[src/rtl/updown_toggle_pkg.sv]
package updown_toggle_pkg;

  typedef enum logic {
    DIR_DOWN = 1'b0,
    DIR_UP   = 1'b1
  } dir_e;

  localparam int unsigned RST_SYNC_STAGES = 2;

endpackage

[src/rtl/utc_reset_sync.sv]
module utc_reset_sync #(
  parameter int unsigned STAGES = 2
) (
  input  logic clk,
  input  logic arst_n,
  output logic srst_n
);

  logic [STAGES-1:0] sync_q;
  logic [STAGES-1:0] sync_d;

  generate
    if (STAGES == 1) begin : g_single
      always_comb sync_d = 1'b1;
    end else begin : g_chain
      always_comb sync_d = {sync_q[STAGES-2:0], 1'b1};
    end
  endgenerate

  always_ff @(posedge clk or negedge arst_n) begin
    if (!arst_n) sync_q <= '0;
    else         sync_q <= sync_d;
  end

  assign srst_n = sync_q[STAGES-1];

endmodule

[src/rtl/utc_toggle_logic.sv]
module utc_toggle_logic
  import updown_toggle_pkg::*;
#(
  parameter int unsigned WIDTH = 3
) (
  input  logic [WIDTH-1:0] state,
  input  logic             dir_up,
  output logic [WIDTH-1:0] toggle
);

  dir_e dir;
  // ones_below[i]: all bits below i are 1; zeros_below[i]: all are 0
  logic [WIDTH-1:0] ones_below;
  logic [WIDTH-1:0] zeros_below;

  assign dir = dir_e'(dir_up);
  assign ones_below[0]  = 1'b1;
  assign zeros_below[0] = 1'b1;
  assign toggle[0]      = 1'b1;

  generate
    for (genvar i = 1; i < WIDTH; i++) begin : g_stage_term
      assign ones_below[i]  = ones_below[i-1]  &  state[i-1];
      assign zeros_below[i] = zeros_below[i-1] & ~state[i-1];
      assign toggle[i] = ((dir == DIR_UP)   & ones_below[i]) |
                         ((dir == DIR_DOWN) & zeros_below[i]);
    end
  endgenerate

endmodule

[src/rtl/utc_toggle_stage.sv]
module utc_toggle_stage (
  input  logic clk,
  input  logic rst_n,
  input  logic tgl,
  output logic q
);

  logic q_next;

  always_comb begin
    q_next = q;
    if (tgl) q_next = ~q;
  end

  always_ff @(posedge clk or negedge rst_n) begin
    if (!rst_n) q <= 1'b0;
    else        q <= q_next;
  end

endmodule

[src/rtl/updown_toggle_counter.sv]
module updown_toggle_counter
  import updown_toggle_pkg::*;
#(
  parameter int unsigned WIDTH = 3
) (
  input  logic             clk,
  input  logic             rst_n,
  input  logic             dir_up,
  output logic [WIDTH-1:0] count
);

  logic             run_n;
  logic [WIDTH-1:0] tgl;
  logic [WIDTH-1:0] state;

  utc_reset_sync #(
    .STAGES (RST_SYNC_STAGES)
  ) u_rst_sync (
    .clk    (clk),
    .arst_n (rst_n),
    .srst_n (run_n)
  );

  utc_toggle_logic #(
    .WIDTH (WIDTH)
  ) u_tgl_logic (
    .state  (state),
    .dir_up (dir_up),
    .toggle (tgl)
  );

  generate
    for (genvar i = 0; i < WIDTH; i++) begin : g_bit
      utc_toggle_stage u_stage (
        .clk   (clk),
        .rst_n (run_n),
        .tgl   (tgl[i]),
        .q     (state[i])
      );
    end
  endgenerate

  assign count = state;

endmodule

[config.mk]
export PLATFORM = sky130hd
export DESIGN_NAME = updown_toggle_counter
export DESIGN_NICKNAME = d
export VERILOG_FILES = /design/src/rtl/updown_toggle_pkg.sv /design/src/rtl/utc_reset_sync.sv /design/src/rtl/utc_toggle_logic.sv /design/src/rtl/utc_toggle_stage.sv /design/src/rtl/updown_toggle_counter.sv
export SDC_FILE = /design/constraint.sdc
export NUM_CORES = 1
export LEC_CHECK = 0
export ABC_AREA = 1
export ABC_CLOCK_PERIOD_IN_PS = 1200
export BUFFER_PORTS_ARGS = -buffer_cell sky130_fd_sc_hd__buf_2
export CORE_AREA = 2 2 39 41
export CTS_BUF_LIST = sky130_fd_sc_hd__clkbuf_4 sky130_fd_sc_hd__clkbuf_8
export DETAILED_ROUTE_END_ITERATION = 12
export DIE_AREA = 0 0 41 43
export GPL_TIMING_DRIVEN = 1
export PLACE_DENSITY = 0.36
export SKIP_LAST_GASP = 1
export SYNTH_ARGS = -nofsm -noshare
export SYNTH_HDL_FRONTEND = slang
export SYNTH_HIERARCHICAL = 1
export SYNTH_SLANG_ARGS = --single-unit
[constraint.sdc]
create_clock -name clk -period 1.2 [get_ports clk]
set_input_delay 0.24 -clock clk [delete_from_list [all_inputs] [get_ports clk]]
set_output_delay 0.24 -clock clk [all_outputs]
set_load 0.02 [all_outputs]
### After elaboration in Yosys (flattened, before gate mapping)

Cells that the tools add are included.

* bitwise logic cells: 12

Operators with widths (number)
* 1-bit AND: 6
* 1-bit inverter: 4
* 1-bit OR: 2

* output and inout port bits: 3
* register bits after elaboration: 5
* logic and storage cells: 16
* bits of input ports: 3

### Depth between registers and ports, before layout

Gate-level depths: netlist of run 1.

* depth after elaboration: 4
* depth in mapped cells: 6
* mapped depth without buffers: 6

### By module

The synthesis of run 1 kept the hierarchy.

Modules (own cells, without submodules)
* utc_toggle_stage: area an instance 43.8 um^2, instances 3, sequential area each 25.0 um^2, cells an instance 6
* utc_reset_sync: area an instance 53.8 um^2, instances 1, sequential area each 50.0 um^2, cells an instance 3
* utc_toggle_logic: area an instance 40.0 um^2, instances 1, sequential area each 0.0 um^2, cells an instance 8

### Worst setup path before layout of run 1

Ideal clock, no wire load.

* path kind: register -> register
* from: reg g_bit[0].u_stage.q
* to: reg g_bit[1].u_stage.q
* required time: 1.083 ns
* path slack: 0.247 ns
* period minus slack after synthesis: 0.953 ns
* cell stages (with the launch flop): 5
* setup time: 0.117 ns
* arrival: 0.836 ns
* path buffers: 0
* path through: dfrtp_1 > xnor2_1 > inv_1 > nand2_1 > nand2_1

* cells in the longest elaborated chain, start to end: 3
* elaborated cells between the ends (all ways): 4
* those cells by class: bitwise: 4

Ends and longest elaborated chain
* from (decl): line utc_toggle_stage.sv:5 `output logic q`
* from (signal assigned): line utc_toggle_stage.sv:17 `else q <= q_next;`
* 1-bit inverter: line utc_toggle_logic.sv:24 `assign zeros_below[i] = zeros_below[i-1] & ~state[i-1];`
* 1-bit AND: line utc_toggle_logic.sv:26 `((dir == DIR_DOWN) & zeros_below[i]);`
* 1-bit OR (*): line utc_toggle_logic.sv:25 `assign toggle[i] = ((dir == DIR_UP) & ones_below[i]) |`
* via tgl[1]: line updown_toggle_counter.sv:13 `logic [WIDTH-1:0] tgl;`
* to (signal assigned): line utc_toggle_stage.sv:17
* to (decl): line utc_toggle_stage.sv:5

The timed path passes the listed nets; every way through them passes the cells marked *.
A chain may end at the register's enable or synchronous reset.

### Worst setup path in the final report of run 1

* from: reg g_bit[0].u_stage.q
* to: out count[0]

RTL lines
* to (decl): line updown_toggle_counter.sv:9 `output logic [WIDTH-1:0] count`

No word-level cell between the ends.

==> impl_metrics.csv, run 1 <==
group,metric,value,unit
status,outcome,"complete, no violations",
setup_path,slowest_delay,420,ps
route,vias_per_cell,3.19,
clock_network,tritoncts,"done",
floorplanning,core_area,1380,µm²
synthesis,synth_seq_cells,5,
route,vias,172,
run,maxCapViolCount,0,
place,finalWeightedCongestion,0.535,
route,ant_nets,0,
pwr,p_per_area,2180,nW/µm²
sta,hold_viol_final,0,
place,placed_cells_incl_taps,49,
synthesis,synth_area,225,µm²
route,drc,0,
synthesis,seq_area_frac_synth,0.556,
grt,grt_pass1_wl,627,µm
synthesis,postSynthAreaPerCell,7.77,µm²
floorplanning,boundaryPins,6,
clock_network,insertion_delay,240,ps
floorplanning,die-area,1760,µm²
sta,clock_skew,2.15,ps
place,hpwl,260,µm
setup_path,crit_arrival,850,ps
grt,grt_pass1_vias,173,
clock_network,path_clk_slew,40,ps
pwr,ir_drop,0.000458,V
cells_and_area,drive_above_1_share,0.237,
synthesis,synth_area_leaders,"dfrtp_1 (56%), nand2_1 (18%), inv_1 (12%)",
floorplanning,die_y,43,µm
sta,slew_viol_final,0,
setup_path,critPathLaunchType,"flip-flop",
synthesis,syn_inst,29,
sta,rsz0062_at_grt,"false",
synthesis,synth_top_area_frac,0.556,
route,postRouteWirelength,354,µm
sta,fin_crit,1090,ps
sta,setup_viol,0,
setup_path,worstSetupEndpointType,"primary output",
cells_and_area,num_antenna_cells,0,
floorplanning,die_w,41,µm
cells_and_area,stdcell_count,54,
synthesis,yosysUniqueCellTypes,8,
clock_network,root_buffer,"clkbuf_4",
setup_path,r2r_slack,290,ps
floorplanning,start_util,0.163,
synthesis,synth_nets,32,
place,postPlaceCellArea,263,µm²
floorplanning,num_rows,14,
grt,grt_usage,0.0597,
route,drtIter0Drc,1,
cells_and_area,syn2layout_area_growth,34.4,%
route,drtPass1Iterations,3,
grt,grt_max_degree,7,
synthesis,ys_warn_count,6,
place,portBuffers,5,
grt,antenna_found_initial,0,
setup_path,path_max_fanout,6,
setup_path,path_cells,"buf_2",
clock_network,cts.sinks,5,
setup_path,critPathKind,"flip-flop to primary output",
sta,max_freq,0.914,GHz
pwr,leakagePower,0.000184,µW
synthesis,yosysTopAreaCell,"dfrtp_1",
clock_network,cts_setup_buffers,0,
setup_path,cpMaxStageDelayCell,"dfrtp_1",
cells_and_area,nets,42,
sta,hold_ws,38.2,ps
clock_network,cts_buffers,3,
sta,period_share,0.911,
grt,grt-ovfl-total,0,
setup_path,required,960,ps
route,wl_per_cell,6.56,µm
min_path,hold_path.class,"flip-flop to async pin",
sta,fin_tns_setup,0,ps
setup_path,cpLargestDelayFamily,"flip-flops",
setup_path,crit_buf_inv,1,
cells_and_area,fin_area,303,µm²
clock_network,h-tree-depth,1,
clock_network,clock_path_buffers,2,
## layer usage
layer | up-vias | part of all wire | global-route usage
li1 | 93 | - | -
met1 | 71 | 0.41 | 0.0528
met2 | 6 | 0.46 | 0.0781
met3 | 2 | 0.079 | 0.0314
met4 | 0 | 0.051 | 0.0800
met5 | - | 0 | 0
## Yosys cell counts, drive strengths merged
library cell  number
nand2             11
inv                7
dfrtp              5
conb               2
buf                1
nand3              1
nor2               1
xnor2              1
## what timing repair did
action,4_1_cts,5_1_grt
resized for setup,0,0
hold buffers,1,0
endpoints found under the hold margin,2,0
## path summary, 6_finish.rpt
check	start	endpoint	depth (start not counted)
worst max register to register	g_bit[0].u_stage/q$_DFFE_PN0P_	g_bit[1].u_stage/q$_DFFE_PN0P_	4
min in group clk	u_rst_sync/sync_q[0]$_DFF_PN0_	u_rst_sync/sync_q[1]$_DFF_PN0_	0
worst min register to register	u_rst_sync/sync_q[1]$_DFF_PN0_	g_bit[2].u_stage/q$_DFFE_PN0P_	0
worst max-delay path	g_bit[0].u_stage/q$_DFFE_PN0P_	count[0]	1
max in group asynchronous	rst_n	u_rst_sync/sync_q[1]$_DFF_PN0_	2
worst min-delay path	u_rst_sync/sync_q[1]$_DFF_PN0_	g_bit[2].u_stage/q$_DFFE_PN0P_	0
## placed cells by master (no fill, tap or decap), drive strengths merged
cell type and instances:
nand3 1, dfrtp 5, nor2 1, nand2 11, buf 5, xnor2 1, inv 7, clkbuf 4
dlygate4sd3 1, conb 2
## state kept, by name (all words and copies together) (netlist names)
register / cells
u_rst_sync/sync_q: 2
g_bit.u_stage/q: 3
## worst register-to-register path: stages (launching register included)
cell and delay [ps]:
dfrtp_1 420, xnor2_1 230, inv_1 60, nand2_1 50
nand2_1 50
## power by group
group / total, µW / switching (µW) / internal [µW]
combinational: 190 / 120 / 69.7
clock: 217 / 68.4 / 148
sequential: 253 / 40.6 / 212
## kinds of logic (layout without fill, tap and decap cells)
family	Yosys count	after routing	share of synthesized area
other cells	2	2	0.0333
xor+xnor	1	1	0.0389
buf+inv	8	17	0.150
flops	5	5	0.556
simple gates	13	13	0.222
## per-stage QoR
stage / util / worst slack [ps] / total power [µW]
after detailed placement: 0.190 / 285 / 446
after global routing: 0.219 / 48.0 / 722
after global placement: 0.190 / 272 / 446
final: 0.219 / 106 / 659
after CTS: 0.219 / 86.1 / 678
after floorplan: - / 247 / 385
## final cells by class
cell class                 instances  area (µm²)
clock buffer                       4        30.0
fill                             160        1080
inverter                           7        26.3
multi-input combinational         16        66.3
sequential                         5         125
tap                               16        20.0
timing repair buffer               6        35.0
No activity file was read; power rests on OpenSTA's default activity.
==> inputs of run 2 (changes only) <==
Settings changed: CELL_PAD_IN_SITES_DETAIL_PLACEMENT set to 1, CELL_PAD_IN_SITES_GLOBAL_PLACEMENT set to 2, PLACE_DENSITY 0.36 to 0.54.
==> run 2 against run 1 <==
  * Flip-flop and latch count is the same
  * Die area unchanged
  * Register-to-register slack lost 20 ps
  * Clock power about the same
  * Maximum frequency shrank 2.1%
  * Sequential share of layout area is the same
==> impl_metrics.csv, run 2 (synthesis results as in run 1) <==
group,metric,value,unit
clock_network,h-tree-depth,1,
setup_path,crit_buf_inv,1,
cells_and_area,top_register,"g_bit.u_stage/q",
clock_network,postCtsResizedCells,0,
route,drtPass1Iterations,1,
setup_path,worstSetupEndpointType,"primary output",
pwr,p_seq_frac,0.382,
sta,max_freq,0.895,GHz
setup_path,cpMaxStageDelayCell,"dfrtp_1",
cells_and_area,num_antenna_cells,0,
grt,grt_pass1_wl,759,µm
floorplanning,die_y,43,µm
run,maxCapViolCount,0,
setup_path,crit_arrival,880,ps
clock_network,cts.sinks,5,
setup_path,required,960,ps
setup_path,path_cells,"buf_2",
route,drtIter0Drc,0,
clock_network,clock_path_buffers,2,
setup_path,critPathLaunchType,"flip-flop",
cells_and_area,drive_above_1_share,0.237,
pwr,pwr-share-clk,0.328,
route,wl_per_cell,7.59,µm
place,finalWeightedCongestion,0.586,
route,postRouteWirelength,410,µm
setup_path,cpLargestDelayFamily,"flip-flops",
sta,fin_tns_setup,0,ps
route,drc,0,
pwr,ir_drop,0.000360,V
sta,period_share,0.931,
pwr,p_per_area,2200,nW/µm²
sta,slew_viol_final,0,
clock_network,insertion_delay,240,ps
pwr,p_int,430,µW
setup_path,critPathKind,"flip-flop to primary output",
grt,grt-ovfl-total,0,
cells_and_area,largest_register_ffs,3,
floorplanning,boundaryPins,6,
clock_network,cts_setup_buffers,0,
route,ant_nets,0,
pwr,leakagePower,0.000184,µW
clock_network,tritoncts,"done",
place,portBuffers,5,
route,vias,185,
status,outcome,"complete, no violations",
cells_and_area,most-common-layout-cells,"nand2_1 (11), inv_1 (7), dfrtp_1 (5), buf_2 (5), clkbuf_4 (4)",
sta,clock_skew,1.44,ps
clock_network,cts_buffers,3,
grt,grt_max_degree,7,
grt,grt_pass1_vias,200,
setup_path,slowest_delay,430,ps
cells_and_area,syn2layout_area_growth,34.4,%
sta,hold_viol_final,0,
sta,setup_viol,0,
cells_and_area,nets,42,
clock_network,cts_hold_buf,1,
floorplanning,num_rows,14,
pwr,p_switching,234,µW
cells_and_area,stdcell_count,54,
floorplanning,die-area,1760,µm²
cells_and_area,largest_registers,"g_bit.u_stage/q x3, u_rst_sync/sync_q x2",
pwr,switching_share,0.353,
sta,fin_crit,1120,ps
min_path,hold_path.class,"flip-flop to async pin",
floorplanning,core_area,1380,µm²
grt,grt_usage,0.0719,
grt,antenna_found_initial,0,
place,placed_cells_incl_taps,49,
setup_path,path_max_fanout,6,
clock_network,root_buffer,"clkbuf_4",
clock_network,path_clk_slew,40,ps
route,vias_per_cell,3.43,
floorplanning,start_util,0.163,
floorplanning,die_w,41,µm
pwr,comb_power_share,0.290,
cells_and_area,final_common_cell,"nand2_1",
place,hpwl,321,µm
sta,rsz0062_at_grt,"false",
run 2: cell counts in the layout (fill, tap and decap cells not counted):
No cell type changed its count.
run 2: layout make-up:
cell class,instances,area [µm²]
inverter,7,26.3
multi-input combinational,16,66.3
clock buffer,4,30.0
sequential,5,125
tap,16,20.0
timing repair buffer,6,35.0
fill,178,1080
run 2: metal layers:
metal,vias up,global-route usage,wire [µm],part of all wire
li1,96,-,-,-
met1,85,0.0693,172,0.42
met2,4,0.0906,211,0.51
met3,0,0.0314,26,0.063
met4,0,0.100,0,0
met5,-,0,0,0
run 2: metrics by stage:
stage           util  hold WS, ps  area [µm²]  setup WS [ps]  total power (µW)
2_1_floorplan      -        -55.6         225            247               385
3_3_place_gp   0.190         25.7         263            286               440
3_5_place_dp   0.190         26.5         263            253               454
4_1_cts        0.219         47.1         303           63.1               686
5_1_grt        0.219         58.6         303           23.6               729
6_report       0.219         38.0         303           82.8               665
run 2: power by group through the flow:
stage / clock (µW) / sequential (µW) / combinational, µW
5_1_grt: 241 / 262 / 226
4_1_cts: 232 / 255 / 199
6_report: 218 / 254 / 193
2_1_floorplan: 0 / 301 / 83.5
3_3_place_gp: 0 / 253 / 188
3_5_place_dp: 0 / 258 / 195
run 2: worst paths after layout:
path                            depth (start not counted)                           start                        endpoint  slack, ps
min in group clk                                        4                          dir_up  g_bit[1].u_stage/q$_DFFE_PN0P_        340
worst max register to register                          6  g_bit[0].u_stage/q$_DFFE_PN0P_  g_bit[2].u_stage/q$_DFFE_PN0P_        270
max in group asynchronous                               2                           rst_n  u_rst_sync/sync_q[1]$_DFF_PN0_        780
worst max-delay path                                    1  g_bit[0].u_stage/q$_DFFE_PN0P_                        count[0]         80
worst min-delay path                                    0  u_rst_sync/sync_q[1]$_DFF_PN0_  g_bit[1].u_stage/q$_DFFE_PN0P_         40
worst min register to register                          0  u_rst_sync/sync_q[1]$_DFF_PN0_  g_bit[1].u_stage/q$_DFFE_PN0P_         40
==> inputs of run 3 (changes only) <==
Settings changed: ABC_CLOCK_PERIOD_IN_PS 1200 to 1000, PLACE_DENSITY 0.54 to 0.55.
Clock period 1.2 ns to 1 ns, I/O delays scaled along.
==> run 3 against run 2 <==
  * The flow now finishes with violations (setup timing)
  * Register-to-register slack lost 230 ps
  * Cell count grew 5.6%
  * Routed wire length decreased by 0.24%
  * Setup slack worse by 99 ps
  * Cell area is 13% higher
  * Combinational power grew 88%
  * Die area did not move
  * Largest cell class unchanged
==> impl_metrics.csv, run 3 (synthesis results as in run 1) <==
group,metric,value,unit
setup_path,r2r_slack,40,ps
setup_path,cpLargestDelayFamily,"flip-flops",
setup_path,cpMaxStageDelayCell,"dfrtp_2",
place,portBuffers,5,
setup_path,path_max_fanout,5,
sta,fin_crit,1020,ps
grt,grt_pass1_vias,185,
place,finalWeightedCongestion,0.606,
route,drc,0,
clock_network,path_clk_slew,40,ps
floorplanning,core_area,1380,µm²
cells_and_area,top_register,"g_bit.u_stage/q",
pwr,design_power_total,912,µW
run,maxCapViolCount,0,
cells_and_area,most-common-layout-cells,"nand2_1 (11), inv_1 (7), clkbuf_4 (4), buf_4 (4), dfrtp_1 (4)",
setup_path,rr_endpoint,"g_bit[2].u_stage/q$_DFFE_PN0P_",
grt,grt-ovfl-total,0,
floorplanning,boundaryPins,6,
pwr,leakagePower,0.000202,µW
route,drtPass1Iterations,4,
setup_path,r2r_cells,7,
place,placed_cells_incl_taps,49,
setup_path,required,800,ps
sta,period_share,1.02,
sta,slew_viol_final,0,
grt,grt_max_degree,6,
setup_path,slowest_delay,440,ps
place,hpwl,317,µm
floorplanning,start_util,0.163,
cells_and_area,fin_area,342,µm²
setup_path,crit_arrival,820,ps
pwr,p_per_area,2670,nW/µm²
route,vias,203,
setup_path,critPathLaunchType,"flip-flop",
clock_network,h-tree-depth,1,
route,postRouteWirelength,409,µm
pwr,ir_drop,0.000660,V
setup_path,startpoint,"g_bit[0].u_stage/q$_DFFE_PN0P_",
grt,antenna_found_initial,0,
cells_and_area,largest_registers,"g_bit.u_stage/q x3, u_rst_sync/sync_q x2",
route,wl_per_cell,7.18,µm
setup_path,crit_end,"count[0]",
sta,setup_viol,1,
clock_network,cts.sinks,5,
route,vias_per_cell,3.56,
cells_and_area,drive_above_1_share,0.317,
cells_and_area,largest_register_ffs,3,
route,ant_nets,0,
clock_network,tritoncts,"done",
cells_and_area,num_antenna_cells,0,
status,violations,"setup timing",
setup_path,r2r-start,"g_bit[1].u_stage/q$_DFFE_PN0P_",
place,postPlaceCellArea,263,µm²
setup_path,path_cells,"buf_6",
cells_and_area,stdcell_count,57,
sta,clock_skew,4.15,ps
route,drtIter0Drc,4,
clock_network,clock_path_buffers,2,
sta,max_freq,0.984,GHz
sta,fin_tns_setup,-16.7,ps
grt,grt_pass1_wl,648,µm
floorplanning,num_rows,14,
sta,rsz0062_at_grt,"true",
setup_path,critPathKind,"flip-flop to primary output",
cells_and_area,final_common_cell,"nand2_1",
floorplanning,die_w,41,µm
min_path,hold_path.class,"flip-flop to async pin",
floorplanning,die_y,43,µm
cells_and_area,syn2layout_area_growth,51.7,%
cells_and_area,nets,45,
clock_network,insertion_delay,240,ps
grt,grt_usage,0.0586,
floorplanning,die-area,1760,µm²
status,outcome,"complete, but fails checks",
sta,setup_slack,-16.7,ps
setup_path,crit_buf_inv,1,
sta,hold_ws,35.8,ps
clock_network,root_buffer,"clkbuf_4",
clock_network,cts_buffers,3,
setup_path,cp.depth,1,
setup_path,worstSetupEndpointType,"primary output",
sta,hold_viol_final,0,
## run 3: layer usage
metal | up-vias | wire (µm) | track usage | share of wire
met5 | - | 0 | 0 | 0
met4 | 0 | 0 | 0.0400 | 0
met3 | 0 | 29 | 0.0471 | 0.071
met2 | 6 | 209 | 0.0813 | 0.51
met1 | 97 | 170 | 0.0559 | 0.42
li1 | 100 | - | - | -
## run 3: through the flow
stage          setup slack (ps)   util
2_1_floorplan              46.5      -
3_3_place_gp               91.8  0.190
3_5_place_dp               52.3  0.190
4_1_cts                   -31.9  0.242
5_1_grt                   -47.8  0.247
6_report                  -16.7  0.247
## run 3: area by class of cell
type	instances	area (µm²)
sequential	5	126
timing repair buffer	9	72.6
fill	177	1040
inverter	7	26.3
multi-input combinational	16	66.3
tap	16	20.0
clock buffer	4	30.0
## run 3: worst min-delay path by stage
stage                              startpoint  slack (ps)  depth (start not counted)                             end
3_5_place_dp                            rst_n         -10                          1  u_rst_sync/sync_q[0]$_DFF_PN0_
6_report       u_rst_sync/sync_q[1]$_DFF_PN0_          40                          0  g_bit[2].u_stage/q$_DFFE_PN0P_
5_1_grt        u_rst_sync/sync_q[1]$_DFF_PN0_          50                          0  g_bit[2].u_stage/q$_DFFE_PN0P_
3_3_place_gp                            rst_n         -10                          1  u_rst_sync/sync_q[0]$_DFF_PN0_
4_1_cts        u_rst_sync/sync_q[1]$_DFF_PN0_          40                          0  g_bit[2].u_stage/q$_DFFE_PN0P_
2_1_floorplan                           rst_n        -100                          0  u_rst_sync/sync_q[0]$_DFF_PN0_
## run 3: timing repair
item	4_1_cts	5_1_grt
setup endpoints to repair	3	4
hold endpoints to repair	2	0
setup buffers	3	0
hold buffers	1	0
gates resized for setup	4	2
## run 3: power breakdown
part	switching, µW	total [µW]	internal (µW)
clock network	76.4	254	178
logic	181	363	181
registers	39.2	295	256
total	297	912	615
